[config.mk]
export PLATFORM = sky130hd
export DESIGN_NAME = fu_scoreboard
export DESIGN_NICKNAME = d
export VERILOG_FILES = /design/src/rtl/sb_pkg.sv /design/src/rtl/sb_issue_ctl.sv /design/src/rtl/sb_reg_status.sv /design/src/rtl/sb_fu_entry.sv /design/src/rtl/sb_wb_arb.sv /design/src/rtl/fu_scoreboard.sv
export SDC_FILE = /design/constraint.sdc
export NUM_CORES = 1
export LEC_CHECK = 0
export ABC_AREA = 0
export BUFFER_PORTS_ARGS = -buffer_cell sky130_fd_sc_hd__buf_2
export CAP_MARGIN = 5
export CORE_ASPECT_RATIO = 0.9
export CORE_MARGIN = 5
export CORE_UTILIZATION = 60
export DETAILED_ROUTE_END_ITERATION = 8
export PLACE_DENSITY_LB_ADDON = 0.3
export SETUP_SLACK_MARGIN = 0.4
export SYNTH_ARGS = -nofsm -noshare
export SYNTH_HDL_FRONTEND = slang
export SYNTH_SLANG_ARGS = --single-unit
[constraint.sdc]
create_clock -name clk_i -period 6.1 [get_ports clk_i]
set_clock_uncertainty 0.1 [all_clocks]
set_input_delay 0.305 -clock clk_i [delete_from_list [all_inputs] [get_ports clk_i]]
set_output_delay 0.305 -clock clk_i [all_outputs]
set_load 0.05 [all_outputs]
[src/rtl/sb_pkg.sv]
package sb_pkg;
  localparam int NUM_FU = 5;
  localparam int FU_W   = 3;

  typedef enum logic [1:0] {
    K_INT = 2'd0,
    K_ADD = 2'd1,
    K_MUL = 2'd2,
    K_DIV = 2'd3
  } fu_kind_e;

  typedef enum logic [1:0] {
    ST_IDLE,
    ST_READ,
    ST_EXEC,
    ST_WRITE
  } fu_stage_e;
endpackage

[src/rtl/sb_issue_ctl.sv]
module sb_issue_ctl
  import sb_pkg::*;
(
  input  logic              valid_i,
  input  fu_kind_e          kind_i,
  input  logic [NUM_FU-1:0] busy_i,
  input  logic              dst_pend_i,
  output logic              grant_o,
  output logic [FU_W-1:0]   fu_o,
  output logic [NUM_FU-1:0] fu_en_o
);
  always_comb begin
    unique case (kind_i)
      K_INT:   fu_o = FU_W'(0);
      K_ADD:   fu_o = FU_W'(1);
      K_MUL:   fu_o = busy_i[2] ? FU_W'(3) : FU_W'(2);
      default: fu_o = FU_W'(4);
    endcase
  end

  assign grant_o = valid_i && !busy_i[fu_o] && !dst_pend_i;

  always_comb begin
    fu_en_o = '0;
    fu_en_o[fu_o] = grant_o;
  end
endmodule

[src/rtl/sb_reg_status.sv]
module sb_reg_status
  import sb_pkg::*;
#(
  parameter int NREGS = 32,
  localparam int RA = $clog2(NREGS)
) (
  input  logic            clk_i,
  input  logic            rst_ni,
  input  logic            set_en_i,
  input  logic [RA-1:0]   set_idx_i,
  input  logic [FU_W-1:0] set_tag_i,
  input  logic            clr_en_i,
  input  logic [RA-1:0]   clr_idx_i,
  input  logic [FU_W-1:0] clr_tag_i,
  input  logic [RA-1:0]   rd_a_i,
  input  logic [RA-1:0]   rd_b_i,
  input  logic [RA-1:0]   rd_d_i,
  output logic            a_pend_o,
  output logic [FU_W-1:0] a_tag_o,
  output logic            b_pend_o,
  output logic [FU_W-1:0] b_tag_o,
  output logic            d_pend_o
);
  logic [NREGS-1:0] pend_q;
  logic [FU_W-1:0]  tag_q [NREGS];

  always_ff @(posedge clk_i or negedge rst_ni) begin
    if (!rst_ni) begin
      pend_q <= '0;
      for (int i = 0; i < NREGS; i++) tag_q[i] <= '0;
    end else begin
      if (clr_en_i) pend_q[clr_idx_i] <= 1'b0;
      if (set_en_i) begin
        pend_q[set_idx_i] <= 1'b1;
        tag_q[set_idx_i]  <= set_tag_i;
      end
    end
  end

  assign a_pend_o = pend_q[rd_a_i];
  assign a_tag_o  = tag_q[rd_a_i];
  assign b_pend_o = pend_q[rd_b_i];
  assign b_tag_o  = tag_q[rd_b_i];
  assign d_pend_o = pend_q[rd_d_i];

  p_claim_free_r3: assert property (@(posedge clk_i) disable iff (!rst_ni)
    set_en_i |-> !pend_q[set_idx_i]);
  p_release_owner_r10: assert property (@(posedge clk_i) disable iff (!rst_ni)
    clr_en_i |-> (pend_q[clr_idx_i] && tag_q[clr_idx_i] == clr_tag_i));
endmodule

[src/rtl/sb_fu_entry.sv]
module sb_fu_entry
  import sb_pkg::*;
#(
  parameter int RA = 5
) (
  input  logic            clk_i,
  input  logic            rst_ni,
  input  logic            iss_en_i,
  input  logic [RA-1:0]   dst_i,
  input  logic [RA-1:0]   src1_i,
  input  logic [RA-1:0]   src2_i,
  input  logic            q1_pend_i,
  input  logic [FU_W-1:0] q1_tag_i,
  input  logic            q2_pend_i,
  input  logic [FU_W-1:0] q2_tag_i,
  input  logic            wb_en_i,
  input  logic [FU_W-1:0] wb_tag_i,
  input  logic            ex_done_i,
  input  logic            wr_go_i,
  output logic            busy_o,
  output logic [RA-1:0]   fi_o,
  output logic [RA-1:0]   fj_o,
  output logic [RA-1:0]   fk_o,
  output logic            rj_o,
  output logic            rk_o,
  output logic            rd_go_o,
  output logic            wr_pend_o
);
  fu_stage_e       stage_q;
  logic [RA-1:0]   fi_q, fj_q, fk_q;
  logic [FU_W-1:0] qj_q, qk_q;
  logic            qj_v_q, qk_v_q, rj_q, rk_q;
  logic            hit1, hit2, hitj, hitk;

  // producer writing back in the issue cycle forwards at once
  assign hit1 = q1_pend_i && wb_en_i && (wb_tag_i == q1_tag_i);
  assign hit2 = q2_pend_i && wb_en_i && (wb_tag_i == q2_tag_i);
  assign hitj = qj_v_q && wb_en_i && (wb_tag_i == qj_q);
  assign hitk = qk_v_q && wb_en_i && (wb_tag_i == qk_q);

  assign busy_o    = (stage_q != ST_IDLE);
  assign rd_go_o   = (stage_q == ST_READ) && rj_q && rk_q;
  assign wr_pend_o = (stage_q == ST_WRITE);
  assign fi_o = fi_q;
  assign fj_o = fj_q;
  assign fk_o = fk_q;
  assign rj_o = rj_q;
  assign rk_o = rk_q;

  always_ff @(posedge clk_i or negedge rst_ni) begin
    if (!rst_ni) begin
      stage_q <= ST_IDLE;
      fi_q <= '0; fj_q <= '0; fk_q <= '0;
      qj_q <= '0; qk_q <= '0;
      qj_v_q <= 1'b0; qk_v_q <= 1'b0;
      rj_q <= 1'b0; rk_q <= 1'b0;
    end else if (iss_en_i) begin
      stage_q <= ST_READ;
      fi_q <= dst_i; fj_q <= src1_i; fk_q <= src2_i;
      qj_q <= q1_tag_i; qk_q <= q2_tag_i;
      qj_v_q <= q1_pend_i && !hit1;
      qk_v_q <= q2_pend_i && !hit2;
      rj_q <= !q1_pend_i || hit1;
      rk_q <= !q2_pend_i || hit2;
    end else begin
      unique case (stage_q)
        ST_READ: begin
          if (rd_go_o) begin
            stage_q <= ST_EXEC;
            rj_q <= 1'b0; rk_q <= 1'b0;
            qj_v_q <= 1'b0; qk_v_q <= 1'b0;
          end else begin
            if (hitj) begin rj_q <= 1'b1; qj_v_q <= 1'b0; end
            if (hitk) begin rk_q <= 1'b1; qk_v_q <= 1'b0; end
          end
        end
        ST_EXEC:  if (ex_done_i) stage_q <= ST_WRITE;
        ST_WRITE: if (wr_go_i) stage_q <= ST_IDLE;
        default:  ;
      endcase
    end
  end

  p_issue_idle_r2: assert property (@(posedge clk_i) disable iff (!rst_ni)
    iss_en_i |-> stage_q == ST_IDLE);
  p_write_after_exec_r7: assert property (@(posedge clk_i) disable iff (!rst_ni)
    wr_go_i |-> stage_q == ST_WRITE);
  p_read_pulse_r6: assert property (@(posedge clk_i) disable iff (!rst_ni)
    rd_go_o |=> !rd_go_o);
endmodule

[src/rtl/sb_wb_arb.sv]
module sb_wb_arb
  import sb_pkg::*;
(
  input  logic              clk_i,
  input  logic              rst_ni,
  input  logic [NUM_FU-1:0] req_i,
  output logic [NUM_FU-1:0] gnt_o,
  output logic              any_o,
  output logic [FU_W-1:0]   idx_o
);
  always_comb begin
    gnt_o = '0;
    idx_o = '0;
    any_o = 1'b0;
    for (int u = 0; u < NUM_FU; u++) begin
      if (req_i[u] && !any_o) begin
        gnt_o[u] = 1'b1;
        idx_o    = FU_W'(u);
        any_o    = 1'b1;
      end
    end
  end

  p_one_writer_r9: assert property (@(posedge clk_i) disable iff (!rst_ni)
    $onehot0(gnt_o));
  p_gnt_requested_r9: assert property (@(posedge clk_i) disable iff (!rst_ni)
    (gnt_o & ~req_i) == '0);
endmodule

[src/rtl/fu_scoreboard.sv]
module fu_scoreboard
  import sb_pkg::*;
#(
  parameter int NREGS = 32,
  localparam int RA = $clog2(NREGS)
) (
  input  logic              clk_i,
  input  logic              rst_ni,
  input  logic              iss_valid_i,
  input  logic [1:0]        iss_kind_i,
  input  logic [RA-1:0]     iss_dst_i,
  input  logic [RA-1:0]     iss_src1_i,
  input  logic [RA-1:0]     iss_src2_i,
  output logic              iss_grant_o,
  output logic [FU_W-1:0]   iss_fu_o,
  output logic [NUM_FU-1:0] rd_go_o,
  input  logic [NUM_FU-1:0] ex_done_i,
  output logic [NUM_FU-1:0] wr_go_o
);
  logic [NUM_FU-1:0] busy, fu_en, wr_pend, war_ok, rj, rk;
  logic [RA-1:0]     fi [NUM_FU];
  logic [RA-1:0]     fj [NUM_FU];
  logic [RA-1:0]     fk [NUM_FU];
  logic              a_pend, b_pend, d_pend, wb_any;
  logic [FU_W-1:0]   a_tag, b_tag, wb_idx;

  sb_issue_ctl u_issue (
    .valid_i    (iss_valid_i),
    .kind_i     (fu_kind_e'(iss_kind_i)),
    .busy_i     (busy),
    .dst_pend_i (d_pend),
    .grant_o    (iss_grant_o),
    .fu_o       (iss_fu_o),
    .fu_en_o    (fu_en)
  );

  sb_reg_status #(.NREGS(NREGS)) u_regs (
    .clk_i     (clk_i),
    .rst_ni    (rst_ni),
    .set_en_i  (iss_grant_o),
    .set_idx_i (iss_dst_i),
    .set_tag_i (iss_fu_o),
    .clr_en_i  (wb_any),
    .clr_idx_i (fi[wb_idx]),
    .clr_tag_i (wb_idx),
    .rd_a_i    (iss_src1_i),
    .rd_b_i    (iss_src2_i),
    .rd_d_i    (iss_dst_i),
    .a_pend_o  (a_pend),
    .a_tag_o   (a_tag),
    .b_pend_o  (b_pend),
    .b_tag_o   (b_tag),
    .d_pend_o  (d_pend)
  );

  for (genvar u = 0; u < NUM_FU; u++) begin : g_fu
    sb_fu_entry #(.RA(RA)) u_ent (
      .clk_i     (clk_i),
      .rst_ni    (rst_ni),
      .iss_en_i  (fu_en[u]),
      .dst_i     (iss_dst_i),
      .src1_i    (iss_src1_i),
      .src2_i    (iss_src2_i),
      .q1_pend_i (a_pend),
      .q1_tag_i  (a_tag),
      .q2_pend_i (b_pend),
      .q2_tag_i  (b_tag),
      .wb_en_i   (wb_any),
      .wb_tag_i  (wb_idx),
      .ex_done_i (ex_done_i[u]),
      .wr_go_i   (wr_go_o[u]),
      .busy_o    (busy[u]),
      .fi_o      (fi[u]),
      .fj_o      (fj[u]),
      .fk_o      (fk[u]),
      .rj_o      (rj[u]),
      .rk_o      (rk[u]),
      .rd_go_o   (rd_go_o[u]),
      .wr_pend_o (wr_pend[u])
    );
  end

  // WAR: hold write while another unit still has to read the old value
  always_comb begin
    for (int u = 0; u < NUM_FU; u++) begin
      war_ok[u] = 1'b1;
      for (int f = 0; f < NUM_FU; f++) begin
        if (f != u && busy[f] &&
            ((fj[f] == fi[u] && rj[f]) || (fk[f] == fi[u] && rk[f])))
          war_ok[u] = 1'b0;
      end
    end
  end

  sb_wb_arb u_arb (
    .clk_i  (clk_i),
    .rst_ni (rst_ni),
    .req_i  (wr_pend & war_ok),
    .gnt_o  (wr_go_o),
    .any_o  (wb_any),
    .idx_o  (wb_idx)
  );

  for (genvar w = 0; w < NUM_FU; w++) begin : g_war_chk
    for (genvar f = 0; f < NUM_FU; f++) begin : g_rd
      if (f != w) begin : g_pair
        p_no_overwrite_r8: assert property (@(posedge clk_i) disable iff (!rst_ni)
          (wr_go_o[w] && rd_go_o[f]) |-> (fj[f] != fi[w] && fk[f] != fi[w]));
      end
    end
  end
endmodule

==> summary by stage <==
Clocking
For this design, the sink count on the clock tree is between 200 and 300. The post-cts resize count is 0. At the later pin of the worst-skew pair, clock insertion delay measures 0.57 ns. In this run the number of H-tree levels came out at 1. In this run the deepest clock path goes through 3 buffers.

The CTS tree is built. The cts-stage hold buffer count is 5. Once the clock tree was built, the setup fixing pass inserted 0 buffers.

The cell chosen for the clock root is sky130_fd_sc_hd__clkbuf_16. Clock-pin slew was measured on the worst setup and hold paths at 0.06 ns. Counting the buffers created by CTS gives 29.

GRT
For this run the aggregate overflow at the end of global routing stands at 0. In the global route stage, overall resource usage came out at 0.333. The number of global-route vias before repair was 12855. The maximum number of pins on one net before global-route repair is 188. The first global-routing pass estimated 79600 um of wire.

The initial antenna violation count is 3.

Synth
The area of the mapped netlist is 16500 sq um. Yosys mapped a number of flops with a built-in enable equal to 0. The XOR/XNOR share of the synthesized area is 0.115. When the netlist entered floorplanning its net count stood at 1598. The post-synthesis adder-cell area fraction is 0. Counting every instance in the synthesized netlist gives 1573.

By area, the combinational part of the netlist is dominated by multiplexers. The Yosys step of the flow raised 0 warnings. Of the synthesized area, sequential elements account for 0.400. After synthesis the netlist holds a flip-flop and latch count of around 260.

The count of unique library cells instantiated by Yosys is 93. Among all flip-flop cells after synthesis, the most frequent one is sky130_fd_sc_hd__dfrtp_1. Averaged over all synthesized cells, the footprint is 10.5 sq um. Of the total synthesized cell area, the portion taken by AND, OR, NAND and NOR gates is 0.134. The portion of synthesized area spent on multiplexers is 0.196. The fraction of the mapped netlist area in compound gates came to 0.0974. For this run, asynchronously set or reset flops after synthesis account for 1.00.

STA
Based on the critical path, the design can be clocked at up to 208 MHz. Setup repair after global routing left no endpoint under its margin. After routing, the total negative slack on setup checks comes to 0 ns. After layout, the minimum clock period comes to ~4.8 ns. The hold violation count in the final report was 0. For the pin with the worst max-slew slack, the measured transition is 1.20 ns. Setup violations remaining at the end of the flow were counted as 0. The final count of pins violating max slew came to 0.

Of the available clock period, the critical path in the final layout requires 0.790. The normalized max-slew margin is 0.201.

Floorplanning
The total area inside the core boundary comes to 27000 sq um. Measured along the y axis, the die boundary spans between 150 and 200 um. The die is 185 um wide.

During I/O placement, the number of pins put on the boundary was 39. The number of rows created at floorplan is 57. The floorplan step defined a die boundary enclosing 30900 sq um. The initial core utilization is 0.609.

Placed design
The count of input and output buffers is 38. The total half-perimeter wirelength after legalization and detailed placement is between 30000 and 40000 um. The last weighted congestion value of the routability-driven placer is 0.967.

Finish
Leaving out fill and tap cells, the most frequent cell in the layout is sky130_fd_sc_hd__dfrtp_1. The sequential cells in the finished layout cover a total of 6580 sq um. The share of the core filled with cells in the final layout is 0.647.

The area growth from synthesis to layout is 6.20%. In the final layout, the share of cells above drive strength 1 is 0.221. After filler insertion, the fill cell instance count of the layout stands at 2049. The multi-input combinational cells in the finished layout cover a total of 8940 sq um. The library cells used most frequently in the layout, excluding fill and tap cells, are 263 x sky130_fd_sc_hd__dfrtp_1, 204 x sky130_fd_sc_hd__nand2_1, 172 x sky130_fd_sc_hd__xnor2_1, 107 x sky130_fd_sc_hd__mux2_2, 96 x sky130_fd_sc_hd__o21ai_0. The net count of the finished layout is 1525.

Setup path
The kind of start point of the critical path is a register. The largest fanout on the critical path is 14. The number of cells on the worst reg-to-reg path is 11. The worst setup path is captured at a register.

The critical path in this run is classified as reg2reg. For the worst setup path, the data arrival time is 5.16 ns. The critical path data required time is 6.45 ns.

Route
After the first detailed-routing iteration, the DRC count stood at 1903. For this run, design rule violations remaining after detail routing come to 0. The number of vias after detailed routing is between 10000 and 15000.

The iteration count of the initial detailed-routing pass is 5. After detailed routing, the total wire length is 50800 um. In this run the remaining antenna-violating nets after routing total 0. The average via count per standard cell is 6.82. After detailed routing, the average wire length per cell comes to 27.1 um.

Outcome
The flow ran to the end, and the final reports show no timing, DRC or antenna violations.

Power
Power spread over the standard cell area amounts to 558 nW/um^2. The leakage power total is roughly 7.3 nW. The peak ir drop on the vdd network is around 320 uV.

Hold path
In this run the worst hold path is classified as in2reg. Along the worst hold path, the cell count comes to 3.

Run
Across the run, the number of max-cap violations was 0.
-- Yosys cell counts, types with 3 or more instances --
cell,count,area (sq um)
sky130_fd_sc_hd__a211o_1,3,26.3
sky130_fd_sc_hd__a211oi_2,3,37.5
sky130_fd_sc_hd__a21o_1,12,90.1
sky130_fd_sc_hd__a21oi_1,38,190
sky130_fd_sc_hd__a22o_1,5,43.8
sky130_fd_sc_hd__a22oi_1,3,22.5
sky130_fd_sc_hd__a311oi_1,3,26.3
sky130_fd_sc_hd__a31oi_1,18,113
sky130_fd_sc_hd__and2_1,10,62.6
sky130_fd_sc_hd__and3_1,4,25.0
sky130_fd_sc_hd__buf_1,5,18.8
sky130_fd_sc_hd__buf_2,45,225
sky130_fd_sc_hd__buf_4,27,203
sky130_fd_sc_hd__buf_6,6,67.6
sky130_fd_sc_hd__clkbuf_1,68,255
sky130_fd_sc_hd__clkbuf_2,7,35.0
sky130_fd_sc_hd__dfrtp_1,263,6580
sky130_fd_sc_hd__inv_1,28,105
sky130_fd_sc_hd__mux2_2,107,1200
sky130_fd_sc_hd__mux4_2,89,2000
sky130_fd_sc_hd__nand2_1,204,766
sky130_fd_sc_hd__nand2b_1,12,75.1
sky130_fd_sc_hd__nand3_1,37,185
sky130_fd_sc_hd__nand4_1,40,250
sky130_fd_sc_hd__nor2_1,83,312
sky130_fd_sc_hd__nor2b_1,14,87.6
sky130_fd_sc_hd__nor3_1,20,100
sky130_fd_sc_hd__nor3_2,3,30.0
sky130_fd_sc_hd__nor4_1,5,31.3
sky130_fd_sc_hd__o211a_1,3,30.0
sky130_fd_sc_hd__o211ai_1,6,45.0
sky130_fd_sc_hd__o21ai_0,96,480
sky130_fd_sc_hd__o22ai_1,5,31.3
sky130_fd_sc_hd__o311a_1,3,30.0
sky130_fd_sc_hd__o32ai_1,4,35.0
sky130_fd_sc_hd__or2_1,3,18.8
sky130_fd_sc_hd__or2_2,4,25.0
sky130_fd_sc_hd__or3_1,3,18.8
sky130_fd_sc_hd__xnor2_1,172,1510
sky130_fd_sc_hd__xor2_1,45,394
-- registers in the layout, indices dropped and copies added (netlist names), 10 cells and up --
signal,count
g_fu.u_ent.fi_o,25
g_fu.u_ent.qj_q,15
g_fu.u_ent.fk_o,25
g_fu.u_ent.fj_o,25
g_fu.u_ent.stage_q,10
u_regs.tag_q,96
g_fu.u_ent.qk_q,15
u_regs.pend_q,32
-- metrics by stage --
| stage | hold slack, ns | power, mW | cell area [sq um] | worst slack [ns] | std cells |
|---|---|---|---|---|---|
| floorplan | -0.0906 | 6.64 | 16500 | 2.92 | 1573 |
| global placement | 0.221 | 7.54 | 16400 | 1.43 | 1818 |
| detailed placement | 0.222 | 7.68 | 16400 | 1.43 | 1818 |
| CTS | 0.0345 | 9.63 | 17500 | 1.41 | 1877 |
| global route | 0.0769 | 10.2 | 17500 | 1.09 | 1877 |
| finish | 0.0640 | 9.75 | 17500 | 1.28 | 1878 |
-- layer usage --
layer	vias to the layer above	routed length, um	global-route usage
li1	5382	-	-
met2	807	21800	0.479
met1	6446	20700	0.492
met3	171	6270	0.100
met5	-	0	0
met4	0	2030	0.106
-- report_power, final --
group | total (mW) | switching (mW) | leakage (nW) | internal, mW
logic | 4.20 | 2.22 | 3.39 | 1.98
clock network | 1.93 | 0.752 | 0.519 | 1.17
registers | 3.63 | 1.29 | 3.42 | 2.34
-- critical path, stage by stage, from the launching register on --
cell and delay, ns:
sky130_fd_sc_hd__dfrtp_1 0.83, sky130_fd_sc_hd__xnor2_1 0.17, sky130_fd_sc_hd__nand4_1 0.12, sky130_fd_sc_hd__o22ai_1 0.12
sky130_fd_sc_hd__a22oi_1 0.33, sky130_fd_sc_hd__o2111ai_2 0.54, sky130_fd_sc_hd__nand2_1 0.70, sky130_fd_sc_hd__a221oi_1 0.15
sky130_fd_sc_hd__o32ai_2 0.63, sky130_fd_sc_hd__nor2b_1 0.68, sky130_fd_sc_hd__nand2_1 0.13, sky130_fd_sc_hd__a22o_1 0.20
-- cells by family after synthesis --
kind of cell,count (synthesis)
AO/OA/AOI/OAI,240
XOR/XNOR,217
buffers and inverters,192
flip-flops,263
multiplexers,198
AND/OR/NAND/NOR,463
-- path summary, 6_finish.rpt --
path / from / to / slack (ns)
setup / recovery: g_fu[0].u_ent.fi_o[0]$_DFFE_PN0P_ / u_regs.pend_q[1]$_DFF_PN0_ / 1.28
hold / removal: iss_dst_i[2] / g_fu[0].u_ent.fi_o[2]$_DFFE_PN0P_ / 0.06
hold reg to reg: g_fu[1].u_ent.qj_q[1]$_DFFE_PN0P_ / g_fu[1].u_ent.qj_q[1]$_DFFE_PN0P_ / 0.41
max in group asynchronous: rst_ni / u_regs.tag_q[5]$_DFFE_PN0P_ / 4.21
setup reg to reg: g_fu[0].u_ent.fi_o[0]$_DFFE_PN0P_ / u_regs.pend_q[1]$_DFF_PN0_ / 1.28
min in group asynchronous: rst_ni / g_fu[2].u_ent.rk_o$_DFFE_PN0P_ / 0.22
-- cell type report --
class | count | area share
antenna | 1 | 0.000143
clock buffer | 36 | 0.0453
clock inverter | 18 | 0.0143
inverter | 33 | 0.00751
multi-input combinational | 1118 | 0.511
sequential | 263 | 0.376
tap | 354 | 0.0253
timing repair buffer | 55 | 0.0202
No activity file was read; power rests on OpenSTA's default activity.
